===== config.mk =====
export PLATFORM = sky130hd
export DESIGN_NAME = i2c_arb_master
export DESIGN_NICKNAME = d
export VERILOG_FILES = /design/src/rtl/i2c_arb_pkg.sv /design/src/rtl/i2c_sync.sv /design/src/rtl/i2c_phase_div.sv /design/src/rtl/i2c_bus_watch.sv /design/src/rtl/i2c_arb_engine.sv /design/src/rtl/i2c_arb_master.sv
export SDC_FILE = /design/constraint.sdc
export NUM_CORES = 1
export LEC_CHECK = 0
export BUFFER_PORTS_ARGS = -buffer_cell sky130_fd_sc_hd__buf_2
export CAP_MARGIN = 20
export CORE_ASPECT_RATIO = 1.5
export CORE_MARGIN = 5
export CORE_UTILIZATION = 45
export DETAILED_ROUTE_END_ITERATION = 12
export PLACE_DENSITY = 0.75
export SETUP_SLACK_MARGIN = 0.4
export SYNTH_ARGS = -nofsm -noshare
export SYNTH_HDL_FRONTEND = slang
export SYNTH_SLANG_ARGS = --single-unit

===== constraint.sdc =====
create_clock -name clk -period 2.25 [get_ports clk]
set_input_delay 0.1125 -clock clk [delete_from_list [all_inputs] [get_ports clk]]
set_output_delay 0.1125 -clock clk [all_outputs]
set_load 0.05 [all_outputs]

===== src/rtl/i2c_arb_pkg.sv =====
package i2c_arb_pkg;
  typedef enum logic [2:0] {
    ST_IDLE, ST_HOLD, ST_START, ST_RSTART, ST_BYTE, ST_ACK, ST_STOP
  } eng_state_t;

  localparam int COND_W     = 4;
  localparam int COND_START = 0;
  localparam int COND_RSTRT = 1;
  localparam int COND_STOP  = 2;
  localparam int COND_ACK   = 3;
  localparam int BYTE_W     = 8;
endpackage


===== src/rtl/i2c_sync.sv =====
module i2c_sync #(
  parameter int W = 2
) (
  input  logic         clk,
  input  logic         rst_n,
  input  logic [W-1:0] d,
  output logic [W-1:0] q
);
  logic [W-1:0] meta;
  always_ff @(posedge clk or negedge rst_n) begin
    if (!rst_n) begin
      meta <= '1;
      q    <= '1;
    end else begin
      meta <= d;
      q    <= meta;
    end
  end
endmodule


===== src/rtl/i2c_phase_div.sv =====
module i2c_phase_div #(
  parameter int DIV_W = 8
) (
  input  logic             clk,
  input  logic             rst_n,
  input  logic             run,
  input  logic [DIV_W-1:0] div,
  output logic             tick
);
  logic [DIV_W-1:0] cnt;
  assign tick = run && (cnt == div);
  always_ff @(posedge clk or negedge rst_n) begin
    if (!rst_n)             cnt <= '0;
    else if (!run || tick)  cnt <= '0;
    else                    cnt <= cnt + 1'b1;
  end
endmodule


===== src/rtl/i2c_bus_watch.sv =====
module i2c_bus_watch (
  input  logic clk,
  input  logic rst_n,
  input  logic enable,
  input  logic scl_s,
  input  logic sda_s,
  output logic start_det,
  output logic stop_det,
  output logic start_seen,
  output logic stop_seen,
  output logic bus_free
);
  logic scl_p, sda_p;
  assign start_det = scl_s && scl_p && sda_p && !sda_s;
  assign stop_det  = scl_s && scl_p && !sda_p && sda_s;
  assign bus_free  = stop_seen || (!start_seen && !stop_seen);

  always_ff @(posedge clk or negedge rst_n) begin
    if (!rst_n) begin
      scl_p <= 1'b1; sda_p <= 1'b1;
      start_seen <= 1'b0; stop_seen <= 1'b0;
    end else begin
      scl_p <= scl_s;
      sda_p <= sda_s;
      if (!enable) begin
        start_seen <= 1'b0; stop_seen <= 1'b0;
      end else if (start_det) begin
        start_seen <= 1'b1; stop_seen <= 1'b0;
      end else if (stop_det) begin
        start_seen <= 1'b0; stop_seen <= 1'b1;
      end
    end
  end
endmodule


===== src/rtl/i2c_arb_engine.sv =====
module i2c_arb_engine
  import i2c_arb_pkg::*;
(
  input  logic              clk,
  input  logic              rst_n,
  input  logic              enable,
  input  logic              tick,
  output logic              run,
  input  logic              sda_s,
  input  logic              stop_det,
  input  logic              bus_free,
  input  logic [BYTE_W-1:0] tx_data,
  input  logic              tx_valid,
  output logic              tx_ready,
  input  logic              cmd_start,
  input  logic              cmd_rstart,
  input  logic              cmd_stop,
  input  logic              cmd_ack,
  input  logic              ack_bit,
  input  logic              coll_clr,
  output logic              scl_oe,
  output logic              sda_oe,
  output logic              buf_full,
  output logic              ack_n,
  output logic [COND_W-1:0] cond_busy,
  output logic              coll_flag,
  output logic              done_irq,
  output logic              coll_irq
);
  localparam int CNT_W = $clog2(BYTE_W + 1);
  localparam logic [CNT_W-1:0] LAST_BIT = CNT_W'(BYTE_W);

  eng_state_t        state;
  logic [1:0]        phase;
  logic [CNT_W-1:0]  bit_cnt;
  logic [BYTE_W-1:0] shreg;
  logic              hold_sda, ack_low, sda_q, watch;
  logic              scl_low, sda_want, chk, lost;

  // What the lines should be in each state and phase, and where SDA is released while SCL is high.
  always_comb begin
    scl_low = 1'b0; sda_want = 1'b0; chk = 1'b0;
    unique case (state)
      ST_HOLD:   begin scl_low = 1'b1; sda_want = hold_sda; end
      ST_START:  begin sda_want = (phase != 2'd0); chk = (phase == 2'd0); end
      ST_RSTART: begin scl_low = (phase == 2'd0); sda_want = (phase == 2'd2); chk = (phase == 2'd1); end
      ST_BYTE:   begin
        scl_low  = (phase == 2'd0);
        sda_want = (bit_cnt != LAST_BIT) && !shreg[BYTE_W-1];
        chk      = (phase == 2'd1) && (bit_cnt != LAST_BIT) && shreg[BYTE_W-1];
      end
      ST_ACK:    begin scl_low = (phase == 2'd0); sda_want = ack_low; chk = (phase == 2'd1) && !ack_low; end
      ST_STOP:   begin scl_low = (phase == 2'd0); sda_want = (phase != 2'd2); chk = (phase == 2'd2); end
      default:   ;
    endcase
  end

  assign lost     = tick && chk && !sda_s;
  assign run      = (state != ST_IDLE) && (state != ST_HOLD);
  assign scl_oe   = scl_low;
  assign sda_oe   = sda_q;
  assign tx_ready = enable && !buf_full;

  assign cond_busy[COND_START] = (state == ST_START);
  assign cond_busy[COND_RSTRT] = (state == ST_RSTART);
  assign cond_busy[COND_STOP]  = (state == ST_STOP);
  assign cond_busy[COND_ACK]   = (state == ST_ACK);

  always_ff @(posedge clk or negedge rst_n) begin
    if (!rst_n) begin
      state <= ST_IDLE; phase <= '0; bit_cnt <= '0; shreg <= '0;
      hold_sda <= 1'b0; ack_low <= 1'b0; sda_q <= 1'b0; watch <= 1'b0;
      buf_full <= 1'b0; ack_n <= 1'b1; coll_flag <= 1'b0;
      done_irq <= 1'b0; coll_irq <= 1'b0;
    end else if (!enable) begin
      state <= ST_IDLE; phase <= '0; sda_q <= 1'b0; watch <= 1'b0;
      buf_full <= 1'b0; done_irq <= 1'b0; coll_irq <= 1'b0;
      if (coll_clr) coll_flag <= 1'b0;
    end else begin
      done_irq <= 1'b0;
      coll_irq <= 1'b0;
      sda_q    <= sda_want;
      if (coll_clr) coll_flag <= 1'b0;
      if (stop_det && watch) begin
        done_irq <= 1'b1;
        watch    <= 1'b0;
      end
      if (lost) begin
        state <= ST_IDLE; phase <= '0; sda_q <= 1'b0; buf_full <= 1'b0;
        coll_flag <= 1'b1; coll_irq <= 1'b1; watch <= 1'b1;
      end else begin
        unique case (state)
          ST_IDLE: if (cmd_start && bus_free) begin state <= ST_START; phase <= '0; end
          ST_HOLD: begin
            phase <= '0;
            if (buf_full)        begin state <= ST_BYTE; bit_cnt <= '0; end
            else if (cmd_rstart) state <= ST_RSTART;
            else if (cmd_stop)   state <= ST_STOP;
            else if (cmd_ack)    begin state <= ST_ACK; ack_low <= !ack_bit; end
          end
          ST_START, ST_ACK: if (tick) begin
            if (phase == 2'd0) phase <= 2'd1;
            else begin
              state <= ST_HOLD; done_irq <= 1'b1;
              hold_sda <= (state == ST_START) ? 1'b1 : ack_low;
            end
          end
          ST_RSTART, ST_STOP: if (tick) begin
            if (phase != 2'd2) phase <= phase + 2'd1;
            else begin
              state    <= (state == ST_RSTART) ? ST_HOLD : ST_IDLE;
              hold_sda <= 1'b1;
              done_irq <= 1'b1;
            end
          end
          ST_BYTE: if (tick) begin
            if (phase == 2'd0) phase <= 2'd1;
            else if (bit_cnt == LAST_BIT) begin
              ack_n <= sda_s; state <= ST_HOLD; hold_sda <= 1'b0;
              buf_full <= 1'b0; done_irq <= 1'b1;
            end else begin
              bit_cnt <= bit_cnt + 1'b1;
              shreg   <= shreg << 1;
              phase   <= 2'd0;
            end
          end
          default: state <= ST_IDLE;
        endcase
      end
      if (tx_valid && tx_ready) begin
        buf_full <= 1'b1;
        shreg    <= tx_data;
      end
    end
  end
endmodule


===== src/rtl/i2c_arb_master.sv =====
module i2c_arb_master
  import i2c_arb_pkg::*;
#(
  parameter int DIV_W = 8
) (
  input  logic              clk,
  input  logic              rst_n,
  input  logic              enable,
  input  logic [DIV_W-1:0]  div,
  input  logic [BYTE_W-1:0] tx_data,
  input  logic              tx_valid,
  output logic              tx_ready,
  input  logic              cmd_start,
  input  logic              cmd_rstart,
  input  logic              cmd_stop,
  input  logic              cmd_ack,
  input  logic              ack_bit,
  input  logic              coll_clr,
  input  logic              scl_in,
  input  logic              sda_in,
  output logic              scl_oe,
  output logic              sda_oe,
  output logic              buf_full,
  output logic              ack_n,
  output logic [COND_W-1:0] cond_busy,
  output logic              start_seen,
  output logic              stop_seen,
  output logic              bus_free,
  output logic              coll_flag,
  output logic              done_irq,
  output logic              coll_irq
);
  logic [1:0] lines_s;
  logic       tick, run, start_det, stop_det;

  i2c_sync #(.W(2)) u_sync (
    .clk(clk), .rst_n(rst_n), .d({scl_in, sda_in}), .q(lines_s)
  );

  i2c_phase_div #(.DIV_W(DIV_W)) u_div (
    .clk(clk), .rst_n(rst_n), .run(run), .div(div), .tick(tick)
  );

  i2c_bus_watch u_watch (
    .clk(clk), .rst_n(rst_n), .enable(enable),
    .scl_s(lines_s[1]), .sda_s(lines_s[0]),
    .start_det(start_det), .stop_det(stop_det),
    .start_seen(start_seen), .stop_seen(stop_seen), .bus_free(bus_free)
  );

  i2c_arb_engine u_eng (
    .clk(clk), .rst_n(rst_n), .enable(enable), .tick(tick), .run(run),
    .sda_s(lines_s[0]), .stop_det(stop_det), .bus_free(bus_free),
    .tx_data(tx_data), .tx_valid(tx_valid), .tx_ready(tx_ready),
    .cmd_start(cmd_start), .cmd_rstart(cmd_rstart), .cmd_stop(cmd_stop),
    .cmd_ack(cmd_ack), .ack_bit(ack_bit), .coll_clr(coll_clr),
    .scl_oe(scl_oe), .sda_oe(sda_oe), .buf_full(buf_full), .ack_n(ack_n),
    .cond_busy(cond_busy), .coll_flag(coll_flag),
    .done_irq(done_irq), .coll_irq(coll_irq)
  );
endmodule


## Yosys cells after proc, flatten, opt, wreduce, memory -nomap -nowiden

Cells that the tools add are included.

| word-level totals | value |
|---|---|
| logic and storage cells | 202 |
| flip-flop bits (word level) | 42 |
| input bits | 28 |
| output and inout bits | 15 |

| operators by class | value |
|---|---|
| reduce and logical (&&, ||, !) cells | 48 |
| add/sub/neg operators | 3 |
| muxes and demuxes | 82 |
| eq/ne operators | 44 |
| bitwise operators | 5 |

Operators by type and width:

| cell | count |
|---|---|
| two-way mux 8 bit | 7 |
| two-way mux 3 bit | 14 |
| two-way mux 1 bit | 39 |
| != test 4 x 3 -> 1 bit, second input constant | 7 |
| != test 2 bit, second input constant | 11 |
| two-way mux 2 bit | 10 |
| logical AND 1 bit | 18 |
| two-way mux 4 bit | 4 |
| != test 4 x 2 -> 1 bit, second input constant | 4 |
| one-hot mux 3 bit (5 select lines) | 1 |
| AND reduction 7 bit | 2 |
| != test 4 x 1 -> 1 bit, second input constant | 3 |
| AND reduction 6 bit | 2 |
| one-hot mux 2 bit (5 select lines) | 1 |
| AND reduction 10 bit | 1 |
| == test 3 bit, second input constant | 3 |
| zero test 1 bit | 9 |
| != test 3 x 1 -> 1 bit, second input constant | 3 |
| AND reduction 9 bit | 1 |
| adder 8 x 1 -> 8 bit, second input constant | 1 |
| == test 8 bit | 1 |
| one-hot mux 4 bit (2 select lines) | 1 |
| AND reduction 8 bit | 1 |
| nonzero test 2 bit | 4 |
| other kinds (24) | 34 |

## Longest topological paths before layout

| logic depth | value |
|---|---|
| depth after elaboration | 11 |
| depth in mapped cells | 8 |
| mapped depth without buffers | 8 |

## Cells and area by module

From an unflattened synthesis, not the netlist that was laid out.

| second synthesis, totals | value |
|---|---|
| cells, all modules | 280 |
| area total of the unflattened synthesis | 2690.1 µm² |

Modules (own cells, without submodules):

| module | area each (µm²) | instances | cells an instance | sequential area each (µm²) |
|---|---|---|---|---|
| i2c_arb_engine | 1889.3 | 1 | 213 | 651.9 |
| i2c_phase_div | 500.5 | 1 | 46 | 200.2 |
| i2c_bus_watch | 195.2 | 1 | 17 | 102.6 |
| i2c_sync | 105.1 | 1 | 4 | 105.1 |

## Worst setup path after synthesis

OpenSTA, ideal clock, no wires.

| timing path | value |
|---|---|
| path type | reg2reg |
| start | register u_eng.state[2] |
| end | register u_eng.state[1] |
| arrival time | 2.599 ns |
| data required time | 2.165 ns |
| cell stages (with the launch flop) | 8 |
| path buffers | 2 |
| setup slack | -0.433 ns |
| path through | dfrtp_1 buf_2 buf_1 nor3_1 nor2_1 o221ai_1 a21oi_1 o22ai_1 |

RTL lines:

| what | line | text |
|---|---|---|
| start: declaration | i2c_arb_engine.sv:33 | `eng_state_t state;` |
| start signal: assignment | i2c_arb_engine.sv:111 | `state <= (state == ST_RSTART) ? ST_HOLD : ST_IDLE;` |
| == test 3 x 2 -> 1 bit * | n/a |  |
| named net cond_busy[0] | i2c_arb_master.sv:25 | `output logic [COND_W-1:0] cond_busy,` |
| one-hot mux 1 bit (5 select lines) | i2c_arb_engine.sv:43 | `unique case (state)` |
| logical AND 1 bit (2 in a row) | i2c_arb_engine.sv:58 | `assign lost = tick && chk && !sda_s;` |
| != test 7 x 5 -> 1 bit (no source line) (tied with other cells) | n/a |  |
| AND reduction 9 bit (no source line) / two-way mux 3 bit (equally long branches) | n/a |  |

The timed path passes the listed nets; every way through them passes the cells marked *.
A chain may end at the register's enable or synchronous reset.

## Worst setup path in the final report

| timing path | value |
|---|---|
| start | register u_eng.state[2] |
| end | register u_eng.shreg[1] |

| on the way | value |
|---|---|
| longest elaborated chain between the ends | 7 |

RTL lines:

| what | line | text |
|---|---|---|
| parallel branches: the longest is 6 deep, another holds one-hot mux 1 bit (5 select lines) | n/a |  |
| AND reduction 6 bit (no source line) * | n/a |  |
| end signal: assignment | i2c_arb_engine.sv:123 | `shreg <= shreg << 1;` |
| end signal: assignment | i2c_arb_engine.sv:132 | `shreg <= tx_data;` |
| end: declaration | i2c_arb_engine.sv:36 | `logic [BYTE_W-1:0] shreg;` |

Every way passes the cells marked *.

==> metrics.md <==
| Metric | Value |
|---|---|
| Hold Vio Cnt, Final | `0` |
| Yosys warnings | `0` |
| Leak | `1.63 nW` |
| Post-Syn Area | `0.00247 mm^2` |
| Placer's final routability congestion estimate | `0.924` |
| Final Max Slew Viols | `0` |
| Met1 usage | `22.9%` |
| Max Clk Rate | `0.465 GHz` |
| Vias in the first global route | `2,580` |
| Share of cells above drive strength 1 | `41.1%` |
| DRT Wirelength | `7430 um` |
| Number of synthesized register bits | `42` |
| Reg clk slew, reported paths | `80 ps` |
| Core area | `0.00541 mm^2` |
| IO Pins | `43` |
| Distinct cells, synth | `56` |
| Most frequent cell after synthesis | `dfrtp_1` |
| Max Buffers Root-to-Sink | `2` |
| Crit share post-route | `95.6%` |
| Die height | `101 um` |
| Logic pwr share | `42.8%` |
| Max-Cap Viols | `0` |
| Num Clock Sinks | `42` |
| Net Sw Frac | `38.0%` |
| Initial antenna violation count | `0` |
| Register share of total power | `32.6%` |
| Vias per cell | `5.70` |
| Fin nets | `398` |
| P&R area growth vs syn | `42.3%` |
| Final setup violation count | `0` |
| WP data arrival | `2310 ps` |
| Post-synth ARST share | `100%` |
| Post-Syn Instances | `269` |
| Power density cells | `829 mW/mm^2` |
| Class of the worst hold path | `input pin to flop` |
| Post-synth top flop | `dfrtp_1` |
| Routed Antenna Nets | `0` |
| Post-synth EDFFs | `0` |
| Synth top cells by count | `35 x dfrtp_1, 24 x nor2_1, 22 x nand2_1, 22 x nand3_1, 16 x a21oi_1` |
| Met2 GRT Util | `39.7%` |
| Sw Pwr | `1.11 mW` |
| CP Max Fanout | `8` |
| Register Area | `0.00106 mm^2` |
| Num CTS Buffers | `5` |
| 1st-iter DRT viols | `191` |
| RSZ-0062 raised after global routing | `yes` |
| Ranking of synthesized cells by area | `dfrtp_1 35%, dfstp_2 7.4%, nand3_1 4.5%, mux2i_1 3.6%, nor2_1 3.6%` |
| CTS tree | `yes` |
| Critical Path RT | `2410 ps` |
| Crit end category | `flop` |
| Grt ovf | `0` |
| Crit-path leading delay family | `simple AND/OR/NAND/NOR gates` |
| Antenna Cells | `0` |
| Clock network fraction of total power | `24.6%` |
| Cell taking the most area after synthesis | `dfrtp_1` |
| Worst-margin pin slew | `915 ps` |
| First-pass GRT wire length | `12,100 um` |
| Rel. slew slack | `39.0%` |
| Dpl cells | `397` |
| Status | `finished clean` |
| Slowest stage delay, CP | `410 ps` |
| Die ar. | `0.00710 mm^2` |
| Routed vias | `2,481` |
| All-layer global routing usage | `21.6%` |
| Drt drc | `0` |
| Wire per inst | `17.1 um` |
| Layout Cells excl Fill | `435` |
| Number of buffers and inverters on the critical path | `1` |
| GRT busiest layer | `met2` |
| Peak VDD IR | `0.443 mV` |
| Final instance area | `0.00351 mm^2` |
| Hpwl dp | `5180 um` |
| Syn_area_per_cell | `9.18 um^2` |
| Worst Clk Skew | `8.13 ps` |
| Largest net degree at the start of global routing | `42` |
| FILL cells | `414` |
| Initial core utilization | `45.7%` |
| Critical Path Source Type | `flop` |
| Synth Net Count | `303` |
| Synth top area share | `35.5%` |
| Rows | `33` |
| CP most frequent cell | `or3_4` |
| Area of the multi-input gates | `0.00149 mm^2` |
| Clk_lat worst skew | `300 ps` |
| Met3 GRT Util | `2.69%` |
| Clock root cell | `clkbuf_8` |
| I/O Buffers | `42` |
| Die Width | `70.5 um` |
| Post-synthesis sequential area ratio | `42.9%` |
| P_int | `1.81 mW` |
| Placement-stage cell area | `0.00302 mm^2` |
| Drt pass-1 iters | `5` |
| H-tree depth | `2` |
| CP max-delay cell | `dfrtp_1` |
| Worst path cell trace | `and3_4 -> or3_4 -> or3_4 -> o211ai_4 -> buf_12 -> mux2i_2 -> a21oi_1` |
| Final min period | `2150 ps` |
| CP Class | `flop to flop` |
## tightest hold or removal path: stages
cell,delay (ps)
buf_2,80
nor2_1,30
a21oi_1,100
## registers in the layout, indices dropped and copies added, names as in the netlist, 2 cells and up
signal and count:
u_eng.shreg 8, u_sync.meta 2, u_div.cnt 8, u_eng.state 3
u_eng.bit_cnt 4, u_sync.q 2, u_eng.phase 2
## cell families (layout without fill, tap and decap cells)
| logic type | Yosys count | after routing | share of synthesized area (%) |
|---|---|---|---|
| and+or+nand+nor | 108 | 108 | 22.5 |
| AOI/OAI and AO/OA | 63 | 63 | 17.5 |
| DFF | 42 | 42 | 42.9 |
| buffers and inverters | 24 | 120 | 4.15 |
| xor gates and xnor gates | 15 | 15 | 5.32 |
| muxes | 11 | 11 | 4.56 |
| adders and majority gates | 6 | 6 | 3.04 |
## path summary, 6_finish.rpt
kind / from / end / slack, ps / cells after the start
worst max-delay path: u_eng.state[2] / u_eng.shreg[1] / 100 / 7
worst min-delay path: tx_data[5] / u_eng.shreg[5] / 60 / 3
worst max register to register: u_eng.state[2] / u_eng.shreg[1] / 100 / 7
worst min register to register: u_sync.meta[1] / u_sync.q[1] / 360 / 0
max in group asynchronous: rst_n / u_watch.sda_p / 1090 / 3
min in group asynchronous: rst_n / u_div.cnt[6] / 490 / 2
## cells in the final DEF (no fill, tap or decap), types with 7 or more instances in the layout
| master | count |
|---|---|
| a21oi_1 | 13 |
| nand3_1 | 19 |
| xnor2_1 | 7 |
| inv_1 | 12 |
| mux2i_1 | 7 |
| buf_4 | 42 |
| dfrtp_1 | 33 |
| o21ai_0 | 11 |
| dfstp_2 | 7 |
| nor2_1 | 23 |
| nand2_1 | 21 |
| buf_2 | 41 |
## layer usage
| metal | share of wire (%) | vias up |
|---|---|---|
| met2 | 54 | 94 |
| met3 | 4.2 | 34 |
| met1 | 36 | 1193 |
| met4 | 5.1 | 0 |
| li1 | - | 1160 |
| met5 | 0 | - |
## power by group through the flow
stage / Clock [mW] / Sequential [mW] / Combinational (mW)
after floorplan: 0 / 0.970 / 0.751
after global routing: 0.752 / 0.966 / 1.36
after CTS: 0.730 / 0.940 / 1.17
after detailed placement: 0 / 0.965 / 1.10
after global placement: 0 / 0.958 / 1.09
final: 0.717 / 0.950 / 1.25
## cell type report
type	count	share of cell area, %
Multi-Input combinational cell	203	42.5
Sequential cell	42	30.2
Timing Repair Buffer	97	19.2
Tap cell	70	2.49
Clock buffer	5	1.96
Clock inverter	3	1.96
Inverter	15	1.64
## what timing repair did
action,CTS,global route
buffers inserted,19,5
hold buffers,6,0
gates cloned,0,0
hold endpoints to repair,40,0
setup endpoints to repair,31,27
resized for setup,14,12
pin swaps,14,9
## through the flow
stage / hold slack [ps] / utilization (%) / setup slack [ps] / setup TNS [ps] / power (mW)
detailed placement: 222 / 55.9 / 72.9 / 0 / 2.07
CTS: 55.6 / 63.3 / 146 / 0 / 2.84
global placement: 218 / 55.9 / 132 / 0 / 2.04
global route: 55.5 / 65.0 / -18.7 / -28.3 / 3.07
finish: 59.7 / 65.0 / 99.9 / 0 / 2.91
floorplan: -183 / - / 195 / 0 / 1.72
No activity file was read; power rests on OpenSTA's default activity.
